[src/rtl/tone_keyer.sv]
module tone_keyer #(
  parameter int CLK_HZ  = 125_000_000,
  parameter int TONE_HZ = 22_000
) (
  input  logic clk,
  input  logic rst_n,
  input  logic out_en,
  input  logic tone_force,
  input  logic key_in,
  output logic carrier,
  output logic tone_active
);

  localparam int DIV = (CLK_HZ + TONE_HZ / 2) / TONE_HZ;
  localparam int HI  = DIV - DIV / 2;
  localparam int PW  = (DIV > 2) ? $clog2(DIV) : 1;

  logic          key_s1, key_s2;
  logic          run, car;
  logic [PW-1:0] ph, nph;
  logic          gate;

  always_ff @(posedge clk) begin
    if (!rst_n) begin
      key_s1 <= 1'b0;
      key_s2 <= 1'b0;
    end else begin
      key_s1 <= key_in;
      key_s2 <= key_s1;
    end
  end

  assign gate = out_en & (tone_force | key_s2);
  assign nph  = (ph == PW'(DIV - 1)) ? '0 : ph + 1'b1;

  always_ff @(posedge clk) begin
    if (!rst_n || !gate) begin
      run <= 1'b0;
      ph  <= '0;
      car <= 1'b0;
    end else if (!run) begin
      run <= 1'b1;
      ph  <= '0;
      car <= 1'b1;
    end else begin
      ph  <= nph;
      car <= (nph < PW'(HI));
    end
  end

  assign carrier     = car;
  assign tone_active = run;


  off_quiet_chk: assert property (@(posedge clk) disable iff (!rst_n)
    !out_en |=> (!carrier && !tone_active));


  active_cover_chk: assert property (@(posedge clk) disable iff (!rst_n)
    carrier |-> tone_active);


  force_on_chk: assert property (@(posedge clk) disable iff (!rst_n)
    (out_en && tone_force) |=> tone_active);


  fresh_burst_chk: assert property (@(posedge clk) disable iff (!rst_n)
    $rose(tone_active) |-> (carrier && ph == '0));


  period_wrap_chk: assert property (@(posedge clk) disable iff (!rst_n)
    ($rose(carrier) && $past(tone_active)) |-> ($past(ph) == PW'(DIV - 1)));

endmodule

[config.mk]
export PLATFORM = sky130hd
export DESIGN_NAME = tone_keyer
export DESIGN_NICKNAME = d
export VERILOG_FILES = /design/src/rtl/tone_keyer.sv
export SDC_FILE = /design/constraint.sdc
export NUM_CORES = 1
export LEC_CHECK = 0
export BUFFER_PORTS_ARGS = -buffer_cell sky130_fd_sc_hd__buf_2
export CORE_MARGIN = 4
export CORE_UTILIZATION = 58
export CTS_CLUSTER_SIZE = 24
export DETAILED_ROUTE_END_ITERATION = 6
export GPL_TIMING_DRIVEN = 0
export HOLD_SLACK_MARGIN = 0.12
export PLACE_DENSITY = 0.89
export REMOVE_ABC_BUFFERS = 1
export SLEW_MARGIN = 25
export SYNTH_ARGS = -nofsm -noshare
export SYNTH_HDL_FRONTEND = slang
export SYNTH_SLANG_ARGS = --single-unit
[constraint.sdc]
create_clock -name clk -period 2.2 [get_ports clk]
set_clock_uncertainty 0.15 [all_clocks]
set_input_delay 0 -clock clk [delete_from_list [all_inputs] [get_ports clk]]
set_output_delay 0 -clock clk [all_outputs]
set_load 0.01 [all_outputs]
; After elaboration in Yosys (flattened, before gate mapping)
; Index checks and enable logic that the tools add are counted.
[totals]
latch_bits = 0
wordCells = 18
register_bits = 17
rom_bits = 0
in_bits = 5
ram_bits = 0
mem_count = 0
out_inout_bits = 2
[op_classes]
n_eq_ne = 1
bitwise = 3
n_reduce_logical = 4
shift = 0
addsub = 1
n_div = 0
mul = 0
mux = 3
order_cmp = 1
[ops]
columns = operator, n
row1 = $add A13 B1 Y13 const B, 1
row2 = $eq A13 B13 Y1 const B, 1
row3 = $lt A13 B12 Y1 const B, 1
row4 = $mux W13, 1
row5 = $logic_not A1 Y1, 2
row6 = $mux W1, 2
row7 = $reduce_or A2 Y1, 1
row8 = $and A1 B1 Y1, 1
row9 = $logic_or A1 B1 Y1, 1
row10 = $not A1 Y1, 1
row11 = $or A1 B1 Y1, 1

; Logic depth before layout (Yosys ltp)
[depth]
depth_word = 5
depth_mapped = 7
ltp_nobuf = 7

; Worst setup path after synthesis
; OpenSTA, ideal clock, no wires.
[synth_path]
kind = register -> register
from = reg ph[0]
to = reg car, in the netlist carrier
path_stages_with_launch = 8
slack_ns = 0.323
arrival_ns = 1.595
setup_ns = 0.132
path_buffers = 1
period_less_slack_ns = 1.877
t_required_ns = 1.918
cell_sequence = dfxtp_1 ha_1 and3_1 buf_6 mux2i_1 mux2_4 a221oi_2 a211oi_2
[synth_via]
elab_chain_len = 4
word_cells_on_any_way = 5
classes_between = 1 x add/sub / 1 x order compare / 1 x eq/ne / 2 x mux
[synth_lines]
columns = item, line
row1 = start: declaration, 20  ; logic [PW-1:0] ph, nph;
row2 = start signal: assignment, 46  ; ph <= nph;
row3 = $add A13 B1 Y13 or $eq A13 B13 Y1 (tied branches), 34  ; assign nph = (ph == PW'(DIV - 1)) ? '0 : ph + 1'b1;
row4 = $mux W13 *, 34
row5 = $lt A13 B12 Y1 *, 47  ; car <= (nph < PW'(HI));
row6 = $mux W1 *, 41  ; end else if (!run) begin
row7 = end signal: assignment, 47
row8 = end: declaration, 19  ; logic run, car;
; Every way passes the cells marked *; elsewhere a longest branch is shown, timed or not.
; A chain may end at the register's enable or synchronous reset.

; Worst setup path after layout
; Ends and elaborated chain as after synthesis.

==> Flow_metrics.wiki <==
{| class="wikitable"
! Metric !! Value
|-
| Run status || complete, no violations
|-
| Drt wl/cell || 14.3 um
|-
| Number of flops mapped to enable cells by yosys || 0
|-
| Fraction of layout instances using a drive strength above 1 || 0.216
|-
| Effective utilization at floorplan || 0.612
|-
| Most frequent cells after synthesis || dfxtp_1 (17), nor2_1 (13), nand3_1 (10)
|-
| Area share of the largest cell type after synthesis || 0.319
|-
| Post-route setup slack || 169 ps
|-
| Remaining routing DRC violations || 0
|-
| Max Clk Rate || 0.492 GHz
|-
| Die width || 50.9 um
|-
| Total via count after detailed routing || 804
|-
| Worst path required time || 2210 ps
|-
| Kind of start point of the critical path || flip-flop
|-
| CTS Buf Count || 3
|-
| Post-synthesis cell type count || 34
|-
| Maximum buffer depth of the clock tree || 2
|-
| Critical setup path kind || flip-flop to flip-flop
|-
| Dominant cell by count in the synthesized netlist || dfxtp_1
|-
| Area of the die || 0.00259 mm2
|-
| Routed wire length || 2.02 mm
|-
| Via count of the first global-routing pass || 785
|-
| Share of the core filled with cells || 0.632
|-
| Total of flip-flops plus latches after synthesis || 17
|-
| Clock latency reported for the late side of the worst-skew pair || 280 ps
|-
| Root Buffer || clkbuf_4
|-
| Total global-route track usage || 0.179
|-
| Synthesized netlist cell count || 112
|-
| Antenna violations before repair || 0
|-
| Worst slew margin || 0.635
|-
| Remaining global-route overflow || 0
|-
| Detailed Place HPWL || 1.33 mm
|-
| Area added between synthesis and finish || 3.16%
|-
| Leak pwr || 0.388 nW
|-
| Placement Cell Area || 0.00102 mm2
|-
| Global-route wire length before repair || 3.61 mm
|-
| Via count normalized by instance count || 5.70
|-
| First-pass iteration count of the detailed router || 5
|-
| Port Buffer Count || 6
|-
| Mapped Avg Cell Area || 9.54 um2
|-
| Final Hold Vio Count || 0
|-
| Pre-CTS WS || 76.7 ps
|-
| Cell area after layout || 0.00110 mm2
|-
| N_diodes || 0
|-
| Slew @ Worst Pin || 545 ps
|-
| Row count || 15
|-
| Power per cell area || 449 mW/mm2
|-
| RePlAce Congestion || 0.867
|-
| Level count of the clock H-tree || 1
|-
| Number of max-cap violations || 0
|-
| Area of the mapped netlist || 0.00107 mm2
|-
| Ranking of synthesized cells by area || dfxtp_1 (32%), buf_6 (8.4%), xnor2_1 (4.9%)
|-
| Final period util || 0.923
|-
| Vertical die dimension || 50.9 um
|-
| Category of the worst setup path capture point || flip-flop
|-
| Most frequently used flop master after synthesis || dfxtp_1
|-
| Crit path arrival time || 2040 ps
|-
| First DRT Iteration DRCs || 17
|-
| Setup repair after global routing missed its margin || no
|-
| Antenna viol nets, final || 0
|-
| Highest net fanout along the worst path || 7
|-
| # IOs || 7
|-
| Tmin final || 2030 ps
|-
| Clock tree from TritonCTS || built
|-
| Sequential area share after synthesis || 0.319
|-
| Fin Setup TNS || 0 ps
|-
| Path class of the lowest-slack min-delay path || flip-flop to flip-flop
|-
| Number of clock sinks || 17
|-
| Count of final max-slew check failures || 0
|-
| Final Setup Violations || 0
|-
| Core outline area || 0.00175 mm2
|-
| Net total in the final layout || 124
|-
| Pin count of the biggest net entering global routing || 14
|-
| Clock-pin slew on the worst setup and hold paths || 100 ps
|-
| Worst supply voltage drop on vdd || 246 uV
|-
| Number of warnings reported in the yosys synthesis log || 0
|-
| Async set-or-reset flop fraction in the synthesized netlist || 0
|-
| Cell type contributing the most total cell area after synthesis || dfxtp_1
|}
==> final timing paths <==
| kind | endpoint | from | slack (ps) | cells past startpoint |
|---|---|---|---|---|
| max reg2reg | carrier$_SDFF_PN0_ | ph[0]$_SDFF_PP0_ | 170 | 6 |
| max | carrier$_SDFF_PN0_ | ph[0]$_SDFF_PP0_ | 170 | 6 |
| min | key_s2$_SDFF_PN0_ | key_s1$_SDFF_PN0_ | 310 | 1 |
| min reg2reg | key_s2$_SDFF_PN0_ | key_s1$_SDFF_PN0_ | 310 | 1 |
==> critical path: stages, from the launching register on <==
cell and delay, ps:
dfxtp_1 450, ha_2 280, and3_2 290, mux2i_1 100, mux2_4 280, a221oi_2 270, a211oi_2 100
==> cells by family (layout without fill, tap and decap cells) <==
kind of cell	Yosys count	count (layout)	share of synthesized area
AOI/OAI and AO/OA	11	11	0.109
xor gates and xnor gates	12	12	0.0984
adders and majority gates	2	2	0.0234
buffers and inverters	15	19	0.115
DFF	17	17	0.319
muxes	3	3	0.0328
and+or+nand+nor	52	52	0.303
==> registers in the layout, summed over array words and instances, names as in the netlist <==
name,flops
carrier,1
key_s1,1
key_s2,1
ph,13
tone_active,1
==> cell usage in the layout, fill, tap and decap left out, types with 2 or more instances in the layout <==
master         instances
and4_1                 3
o21ai_0                3
mux2i_1                2
xor2_1                 6
inv_1                  4
nand3_1               10
and2_1                 2
a211oi_2               2
nand4_1                3
nor3_1                 3
and4bb_2               3
nor2_1                13
nand2_1                5
xnor2_1                6
o211ai_1               2
dfxtp_1               17
buf_2                  6
dlygate4sd3_1          5
clkbuf_4               3
==> power by group <==
part | total [mW] | internal (mW) | switching (mW)
sequential | 0.313 | 0.311 | 0.00202
combinational | 0.0188 | 0.0117 | 0.00707
clock | 0.163 | 0.0703 | 0.0931
total | 0.495 | 0.393 | 0.102
==> what timing repair did <==
| item | CTS | global route |
|---|---|---|
| setup endpoints to repair | 0 | 1 |
| hold endpoints to repair | 4 | 0 |
| gates resized for setup | 0 | 2 |
| hold buffers | 5 | 0 |
| buffers inserted | 0 | 0 |
==> area by class of cell <==
cell class                      instances  area, um2
Clock buffer                            4       26.3
Fill cell                             141        643
Inverter                                4       15.0
Multi-Input combinational cell         80        609
Sequential cell                        17        340
Tap cell                               25       31.3
Timing Repair Buffer                   11       80.1
==> metal layers <==
layer,track usage,wire length [um]
met4,0.108,65
met5,0,0
met1,0.223,865
met3,0.0233,64
met2,0.292,1030
==> through the flow <==
step           hold WS [ps]  power (mW)  instances
2_1_floorplan         -28.3       0.325        101
3_3_place_gp           56.8       0.331        132
3_5_place_dp           60.7       0.332        132
4_1_cts                 297       0.503        141
5_1_grt                 340       0.519        141
6_report                309       0.495        141
Note: power is estimated with default switching activity, not from simulation.
